==> src/rtl/gpio_pkg.sv <==
package gpio_pkg;
  localparam int unsigned BANK_W        = 32;
  localparam int unsigned BASE_WORD     = 4;   // byte 0x10
  localparam int unsigned STRIDE_WORD   = 10;  // byte 0x28
  localparam int unsigned REGS_PER_BANK = 10;
  localparam int unsigned IDX_W         = 4;

  typedef enum logic [IDX_W-1:0] {
    W_DIR      = 4'd0,
    W_OUT      = 4'd1,
    W_SET      = 4'd2,
    W_CLR      = 4'd3,
    W_IN       = 4'd4,
    W_RISE_ON  = 4'd5,
    W_RISE_OFF = 4'd6,
    W_FALL_ON  = 4'd7,
    W_FALL_OFF = 4'd8,
    W_STAT     = 4'd9
  } word_e;
endpackage

==> src/rtl/gpio_addr_dec.sv <==
module gpio_addr_dec
  import gpio_pkg::*;
#(
  parameter int unsigned NUM_BANKS = 2,
  parameter int unsigned ADDR_W    = 7
) (
  input  logic [ADDR_W-1:0]    addr_i,
  output logic [NUM_BANKS-1:0] bank_hit_o,
  output logic [IDX_W-1:0]     word_idx_o
);
  logic [31:0] addr32;
  logic [IDX_W-1:0] off [NUM_BANKS];

  assign addr32 = 32'(addr_i);

  for (genvar b = 0; b < NUM_BANKS; b++) begin : g_bank
    localparam int unsigned BASE = BASE_WORD + b * STRIDE_WORD;
    logic [31:0] diff;
    assign diff          = addr32 - 32'(BASE);
    assign bank_hit_o[b] = (addr32 >= 32'(BASE)) && (addr32 < 32'(BASE + REGS_PER_BANK));
    assign off[b]        = bank_hit_o[b] ? diff[IDX_W-1:0] : '0;
  end

  always_comb begin
    word_idx_o = '0;
    for (int b = 0; b < NUM_BANKS; b++) word_idx_o |= off[b];
  end
endmodule

==> src/rtl/gpio_sync.sv <==
module gpio_sync #(
  parameter int unsigned WIDTH  = 32,
  parameter int unsigned STAGES = 2
) (
  input  logic             clk_i,
  input  logic             rst_ni,
  input  logic [WIDTH-1:0] d_i,
  output logic [WIDTH-1:0] q_o
);
  logic [WIDTH-1:0] stg [STAGES];

  for (genvar s = 0; s < STAGES; s++) begin : g_stg
    if (s == 0) begin : g_first
      always_ff @(posedge clk_i or negedge rst_ni)
        if (!rst_ni) stg[0] <= '0;
        else         stg[0] <= d_i;
    end else begin : g_next
      always_ff @(posedge clk_i or negedge rst_ni)
        if (!rst_ni) stg[s] <= '0;
        else         stg[s] <= stg[s-1];
    end
  end

  assign q_o = stg[STAGES-1];
endmodule

==> src/rtl/gpio_bank.sv <==
module gpio_bank
  import gpio_pkg::*;
#(
  parameter int unsigned SYNC_STAGES = 2
) (
  input  logic              clk_i,
  input  logic              rst_ni,
  input  logic              wr_i,
  input  logic [IDX_W-1:0]  idx_i,
  input  logic [BANK_W-1:0] wdata_i,
  output logic [BANK_W-1:0] rdata_o,
  input  logic [BANK_W-1:0] pin_i,
  output logic [BANK_W-1:0] pin_o,
  output logic [BANK_W-1:0] pin_oe_o
);
  logic [BANK_W-1:0] dir_q, out_q, out_d, in_q;

  always_comb begin
    out_d = out_q;
    if (wr_i) begin
      unique case (idx_i)
        W_OUT:   out_d = wdata_i;
        W_SET:   out_d = out_q | wdata_i;
        W_CLR:   out_d = out_q & ~wdata_i;
        default: out_d = out_q;
      endcase
    end
  end

  always_ff @(posedge clk_i or negedge rst_ni) begin
    if (!rst_ni) begin
      dir_q <= '1;
      out_q <= '0;
    end else begin
      out_q <= out_d;
      if (wr_i && idx_i == W_DIR) dir_q <= wdata_i;
    end
  end

  gpio_sync #(.WIDTH(BANK_W), .STAGES(SYNC_STAGES)) u_sync (
    .clk_i  (clk_i),
    .rst_ni (rst_ni),
    .d_i    (pin_i),
    .q_o    (in_q)
  );

  always_comb begin
    unique case (idx_i)
      W_DIR:               rdata_o = dir_q;
      W_OUT, W_SET, W_CLR: rdata_o = out_q;
      W_IN:                rdata_o = in_q;
      default:             rdata_o = '0;
    endcase
  end

  assign pin_o    = out_q;
  assign pin_oe_o = ~dir_q;
endmodule

==> src/rtl/gpio_banked_regs.sv <==
module gpio_banked_regs
  import gpio_pkg::*;
#(
  parameter int unsigned NUM_BANKS   = 2,
  parameter int unsigned ADDR_W      = 7,
  parameter int unsigned SYNC_STAGES = 2,
  localparam int unsigned NPINS      = NUM_BANKS * BANK_W
) (
  input  logic              clk_i,
  input  logic              rst_ni,
  input  logic              req_i,
  input  logic              we_i,
  input  logic [ADDR_W-1:0] addr_i,
  input  logic [31:0]       wdata_i,
  output logic [31:0]       rdata_o,
  input  logic [NPINS-1:0]  pin_i,
  output logic [NPINS-1:0]  pin_o,
  output logic [NPINS-1:0]  pin_oe_o
);
  logic [NUM_BANKS-1:0] hit;
  logic [IDX_W-1:0]     idx;
  logic [BANK_W-1:0]    bank_rd [NUM_BANKS];

  gpio_addr_dec #(.NUM_BANKS(NUM_BANKS), .ADDR_W(ADDR_W)) u_dec (
    .addr_i     (addr_i),
    .bank_hit_o (hit),
    .word_idx_o (idx)
  );

  for (genvar b = 0; b < NUM_BANKS; b++) begin : g_bank
    gpio_bank #(.SYNC_STAGES(SYNC_STAGES)) u_bank (
      .clk_i    (clk_i),
      .rst_ni   (rst_ni),
      .wr_i     (req_i && we_i && hit[b]),
      .idx_i    (idx),
      .wdata_i  (wdata_i),
      .rdata_o  (bank_rd[b]),
      .pin_i    (pin_i[b*BANK_W +: BANK_W]),
      .pin_o    (pin_o[b*BANK_W +: BANK_W]),
      .pin_oe_o (pin_oe_o[b*BANK_W +: BANK_W])
    );
  end

  always_comb begin
    rdata_o = '0;
    if (req_i && !we_i)
      for (int b = 0; b < NUM_BANKS; b++)
        if (hit[b]) rdata_o |= bank_rd[b];
  end
endmodule

==> config.mk <==
export PLATFORM = sky130hd
export DESIGN_NAME = gpio_banked_regs
export DESIGN_NICKNAME = d
export VERILOG_FILES = /design/src/rtl/gpio_pkg.sv /design/src/rtl/gpio_addr_dec.sv /design/src/rtl/gpio_sync.sv /design/src/rtl/gpio_bank.sv /design/src/rtl/gpio_banked_regs.sv
export SDC_FILE = /design/constraint.sdc
export NUM_CORES = 1
export LEC_CHECK = 0
export BUFFER_PORTS_ARGS = -buffer_cell sky130_fd_sc_hd__buf_2
export CAP_MARGIN = 20
export CORE_AREA = 2 2 149 151
export DETAILED_ROUTE_END_ITERATION = 8
export DIE_AREA = 0 0 151 153
export PLACE_DENSITY = 0.79
export SYNTH_ARGS = -nofsm -noshare
export SYNTH_HDL_FRONTEND = slang
export SYNTH_SLANG_ARGS = --single-unit
==> constraint.sdc <==
create_clock -name clk_i -period 8.5 [get_ports clk_i]
set_input_delay 1.7 -clock clk_i [delete_from_list [all_inputs] [get_ports clk_i]]
set_output_delay 1.7 -clock clk_i [all_outputs]
set_load 0.02 [all_outputs]
Word level (Yosys, flattened, before mapping)
Cells that the tools add are included.
W data, S select, Z words.
{"block": "op_classes", "addsub": 2, "muxes": 10, "magnitude_cmp": 4, "n_eq_ne": 4, "reduce_logical": 14, "bitwise": 9}
{"op": "$pmux W32 S3", "count": 4}
{"op": "$mux W32", "count": 4}
{"op": "$not A32 Y32", "count": 3}
{"op": "$or A32 B32 Y32", "count": 3}
{"op": "$and A32 B32 Y32", "count": 2}
{"op": "$eq A4 B2 Y1 const B", "count": 2}
{"op": "$logic_and A1 B1 Y1", "count": 8}
{"op": "$mux W4", "count": 2}
{"op": "$ge A7 B3 Y1 const B", "count": 1}
{"op": "$ge A7 B4 Y1 const B", "count": 1}
{"op": "$lt A7 B4 Y1 const B", "count": 1}
{"op": "$lt A7 B5 Y1 const B", "count": 1}
{"op": "$eq A4 B1 Y1 const B", "count": 1}
{"op": "$eq A4 B3 Y1 const B", "count": 1}
{"op": "$logic_not A4 Y1", "count": 1}
{"op": "$or A4 B4 Y4", "count": 1}
{"op": "$reduce_and A2 Y1", "count": 2}
{"op": "$sub A4 B3 Y4 const B", "count": 1}
{"op": "$sub A4 B4 Y4 const B", "count": 1}
{"op": "$reduce_bool A3 Y1", "count": 1}
{"op": "$reduce_or A3 Y1", "count": 1}
{"op": "$logic_not A1 Y1", "count": 1}
{"block": "totals", "in_bits": 107, "regBits": 256, "output_inout_bits": 160, "word_cells": 51}

Logic depth before layout (Yosys ltp)
{"block": "logic_depth", "ltp_word": 12, "ltp_mapped": 10, "ltp_nobuf": 7}

Hierarchy
From an unflattened synthesis, not the netlist that was laid out.
{"block": "hier_totals", "hier_cells": 940, "area_unflattened_um2": 11760.0}
{"module": "gpio_bank", "area_per_inst_um2": 3631.0, "seq_area_each_um2": 1641.6, "cells_per_inst": 326, "instances": 2}
{"module": "gpio_sync", "area_per_inst_um2": 1841.8, "seq_area_each_um2": 1601.5, "cells_per_inst": 96, "instances": 2}
{"module": "gpio_banked_regs", "area_per_inst_um2": 665.6, "seq_area_each_um2": 0.0, "cells_per_inst": 78, "instances": 1}
{"module": "gpio_addr_dec", "area_per_inst_um2": 148.9, "seq_area_each_um2": 0.0, "cells_per_inst": 18, "instances": 1}

Least setup slack after synthesis
No wires, ideal clock.
{"block": "synth_timing", "kind": "input to output", "startpoint": "input addr_i[1]", "endpoint": "output rdata_o[16]", "setup_slack_ns": 3.017, "n_path_buf": 3, "path_stages": 9, "required_ns": 6.800, "arrival_time_ns": 3.783, "path_cell_list": "ha_1 -> a2111oi_2 -> o21ai_1 -> a22o_1 -> clkbuf_1 -> buf_4 -> buf_4 -> mux2i_1 -> o211ai_1"}
{"block": "synth_via", "elab_chain_cells": 12, "word_cells_on_any_way": 24, "classes_between": "add/sub (2); order compare (4); eq/ne (4); mux (8); bitwise (2); reduce/logical (4)"}
{"element": "start, declared", "line_no": "gpio_banked_regs.sv:13", "rtl": "input logic [ADDR_W-1:0] addr_i,"}
{"element": "$ge A7 B3 Y1, or another cell as far along", "line_no": "gpio_addr_dec.sv:20", "rtl": "assign bank_hit_o[b] = (addr32 >= 32'(BASE)) && (addr32 < 32'(BASE + REGS_PER_BANK));"}
{"element": "$logic_and A1 B1 Y1", "line_no": "gpio_addr_dec.sv:20"}
{"element": "$mux W4", "line_no": "gpio_addr_dec.sv:21", "rtl": "assign off[b] = bank_hit_o[b] ? diff[IDX_W-1:0] : '0;"}
{"element": "$or A4 B4 Y4", "line_no": "gpio_addr_dec.sv:26", "rtl": "for (int b = 0; b < NUM_BANKS; b++) word_idx_o |= off[b];"}
{"element": "$eq A4 B1 Y1 / $eq A4 B2 Y1 (equally long branches)", "line_no": "gpio_bank.sv:48", "rtl": "unique case (idx_i)"}
{"element": "$reduce_or A3 Y1", "line_no": "gpio_bank.sv:48"}
{"element": "$pmux W32 S3", "line_no": "gpio_bank.sv:48"}
{"element": "$mux W32", "line_no": "gpio_banked_regs.sv:48", "rtl": "if (hit[b]) rdata_o |= bank_rd[b];"}
{"element": "$mux W32", "line_no": "gpio_banked_regs.sv:46", "rtl": "if (req_i && !we_i)"}
{"element": "$or A32 B32 Y32", "line_no": "gpio_banked_regs.sv:48"}
{"element": "$mux W32 (*)", "line_no": "gpio_banked_regs.sv:48"}
{"element": "$mux W32 (*)", "line_no": "gpio_banked_regs.sv:46"}
{"element": "end, declared", "line_no": "gpio_banked_regs.sv:15", "rtl": "output logic [31:0] rdata_o,"}
Every way passes the cells marked *; elsewhere a longest branch is shown, timed or not. The select of a mux whose other input is x is not followed.

Worst setup path after layout
{"block": "layout_timing", "startpoint": "input addr_i[1]", "endpoint": "output rdata_o[22]"}
The elaborated chain is that of the path after synthesis.

==> results.yml <==
timing:
  rsz_0062_raised_after_global_routing: "false"
  final-max-slew-violation-count: 0
  final.min_clock_period_ns: 6.69
  finalHoldViolations: 0
  slew_headroom: 0.241
  final_setup_violation_count: 0
  worst_pin_slew_ns: 1.14
  skew_ns: 0.0230
  max_frequency_ghz: 0.149
  timing.final.crit_share: 0.787
  setup_tns_ns: 0
clock_tree:
  cts_resized: 0
  post-cts-setup-buffers: 0
  clock_tree_from_tritoncts: "yes"
  cts_max_level: 1
  worst_skew_pair.late_latency_ns: 0.54
  buffer_depth_of_the_longest_clock_path: 3
  cts.hold.buffers_added: 0
  tritoncts.num_buffers: 26
  cts_num_sinks: 256
  cts.clk_slew.worst_paths_ns: 0.07
  clockRootBuffer: "sky130_fd_sc_hd__clkbuf_16"
final_layout:
  finalNetCount: 1189
  area.growth.synth_to_final_pct: 24.0
  utilization: 0.608
  seq_area_mm2: 0.00649
  multi_input_area_mm2: 0.00363
  post_route_cells_drive_above_1_share: 0.441
  fillerInstances: 1703
die:
  floorplan.die_area_mm2: 0.0231
  dieWidth_um: 151
  total_core_area_mm2: 0.0215
  die_h_um: 153
  design.portCount: 267
  initial_utilization: 0.490
  placementRows: 54
place:
  dp_hpwl_mm: 19.2
  globalplace.congestion: 0.857
  buffer_ports.inserted: 266
route:
  route.detailed.vias_per_inst: 5.66
  drt-initial-drc-count: 525
  total_via_count_after_detailed_routing: 7821
  routed_wire_length_per_instance_um: 21.1
  detail-route-antenna-nets: 0
  route.final.wire_length_mm: 29.1
  drt_drc_violations_left: 0
  firstDrtPassIters: 5
setup_path:
  r2r.worst_path.cells: 1
  critPathMaxFanout: 57
  req_time_crit_path_ns: 6.80
  setup.worst_path.end: "rdata_o[22]"
  crit_path_start_kind: "input pin"
  r2r-end: "g_bank[1].u_bank.dir_q[24]"
  cp_data_arrival_time_ns: 4.99
  endpoint_kind: "output pin"
  worst_setup_path_startpoint: "addr_i[1]"
  timing.setup.critical_path_class: "in -> out"
  rr_startpoint: "g_bank[1].u_bank.dir_q[24]"
  regToRegSetupSlack_ns: 7.74
run_status:
  outcome: "finished clean"
synthesis:
  synth.yosys.seq_area_share: 0.616
  ys_dominant_reg_cell: "sky130_fd_sc_hd__dfrtp_1"
  synthesis.area_mm2: 0.0105
  share_of_flip_flops_with_an_asynchronous_set_or_reset: 1.00
  synthesis.area_per_instance_um2: 12.7
  postSynthNetCount: 938
  ys_ff_latch: 256
  post_synth_main_area_contributors: "sky130_fd_sc_hd__dfrtp_1 46%, sky130_fd_sc_hd__dfstp_2 16%, sky130_fd_sc_hd__mux2_2 9.0%, sky130_fd_sc_hd__a22o_1 7.2%, sky130_fd_sc_hd__mux2i_1 3.0%"
  synthDistinctLibCells: 47
  synth.top_cell.area_share: 0.456
  synth_enable_flop_cells: 0
  synth.cells.most_frequent: "192 x sky130_fd_sc_hd__dfrtp_1, 86 x sky130_fd_sc_hd__a22o_1, 84 x sky130_fd_sc_hd__mux2_2"
  yosys_warnings: 0
  synth.most_common_cell: "sky130_fd_sc_hd__dfrtp_1"
  postSynthCellCount: 829
  synth.largest_area_cell: "sky130_fd_sc_hd__dfrtp_1"
hold_path:
  holdCritPathClass: "reg -> reg"
  hold_depth: 0
pwr:
  power.total_uw: 3020
  power.leakage_uw: 0.00593
  ir_worst_vdd_mv: 0.196
  power_density_mw_per_mm2: 231
job:
  drv.max_cap_violation_count: 0
global_route:
  grt_first_pass_wirelength_mm: 44.8
  grt.total_usage: 0.252
  maximum_number_of_pins_on_one_net_before_global_route_repair: 146
  global_route.overflow_total: 0
  first_global_vias: 7886
  grt_antenna_before_repair: 4
## state kept, by name (all words and copies together) (netlist names)
signal	cells
g_bank.u_bank.dir_q	64
g_bank.u_bank.pin_o	64
g_bank.u_bank.u_sync.stg	64
g_bank.u_bank.u_sync.q_o	64
## final cells by class
class | instances | share of cell area
Timing Repair Buffer | 277 | 0.110
Multi-Input combinational cell | 452 | 0.278
Antenna cell | 3 | 0.000575
Tap cell | 280 | 0.0268
Clock buffer | 32 | 0.0531
Clock inverter | 16 | 0.0155
Sequential cell | 256 | 0.497
Inverter | 67 | 0.0193
## how the worst min path moves through the flow
stage                                                from                         endpoint  slack, ns
after floorplan           g_bank[0].u_bank.u_sync.stg[32]   g_bank[0].u_bank.u_sync.q_o[0]       0.33
after detailed placement  g_bank[0].u_bank.u_sync.stg[32]   g_bank[0].u_bank.u_sync.q_o[0]       0.33
after global routing      g_bank[1].u_bank.u_sync.stg[44]  g_bank[1].u_bank.u_sync.q_o[12]       0.32
after CTS                 g_bank[1].u_bank.u_sync.stg[44]  g_bank[1].u_bank.u_sync.q_o[12]       0.33
final                     g_bank[1].u_bank.u_sync.stg[44]  g_bank[1].u_bank.u_sync.q_o[12]       0.33
after global placement    g_bank[1].u_bank.u_sync.stg[54]  g_bank[1].u_bank.u_sync.q_o[22]       0.33
## cell families after synthesis
family                     after synthesis  share of synthesized area
and+or+nand+nor                        108                     0.0465
muxes                                  125                      0.130
AOI/OAI and AO/OA                      216                      0.156
buffers and inverters                  121                     0.0481
DFF                                    256                      0.616
adders and majority gates                2                    0.00238
xor gates and xnor gates                 1                   0.000832
## routing by layer
metal / up-vias / GRT usage / share of wire
met5: - / 0 / 0.00038
met4: 2 / 0.110 / 0.040
met3: 80 / 0.0406 / 0.066
met2: 330 / 0.392 / 0.47
met1: 3931 / 0.352 / 0.42
li1: 3478 / - / -
## where the power goes
part	switching, uW	internal (uW)	total, uW
Sequential	73.3	1360	1430
Clock	471	705	1180
Combinational	253	155	408
## stage by stage
| step | hold WS [ns] | std cells | setup WS [ns] | cell area [um2] |
|---|---|---|---|---|
| after floorplan | 0.331 | 829 | 3.02 | 10500 |
| after global placement | 0.331 | 1332 | 1.94 | 12200 |
| after detailed placement | 0.335 | 1332 | 1.79 | 12200 |
| after CTS | 0.328 | 1380 | 1.83 | 13000 |
| after global routing | 0.324 | 1383 | 1.64 | 13100 |
| final | 0.325 | 1383 | 1.81 | 13100 |
## cells in the final DEF (no fill, tap or decap), drive strengths merged, types with 3 or more instances in the layout
cell type	instances
o211ai	20
o21ai	67
dfstp	64
bufinv	4
mux2i	32
mux2	93
nand3b	3
o221ai	12
clkinv	8
diode	3
a22oi	12
clkinvlp	3
inv	68
o2111ai	4
dfrtp	192
nand2	60
a2111o	3
buf	277
a22o	86
nor2	6
nand3	27
clkbuf	32
## critical path: stages
cell,delay [ns]
sky130_fd_sc_hd__buf_2,0.14
sky130_fd_sc_hd__ha_1,0.29
sky130_fd_sc_hd__and3b_1,0.24
sky130_fd_sc_hd__o21ai_1,0.53
sky130_fd_sc_hd__a22o_4,0.79
sky130_fd_sc_hd__nand2_1,0.65
sky130_fd_sc_hd__o221ai_1,0.40
sky130_fd_sc_hd__buf_2,0.21
No activity file was read; power rests on OpenSTA's default activity.
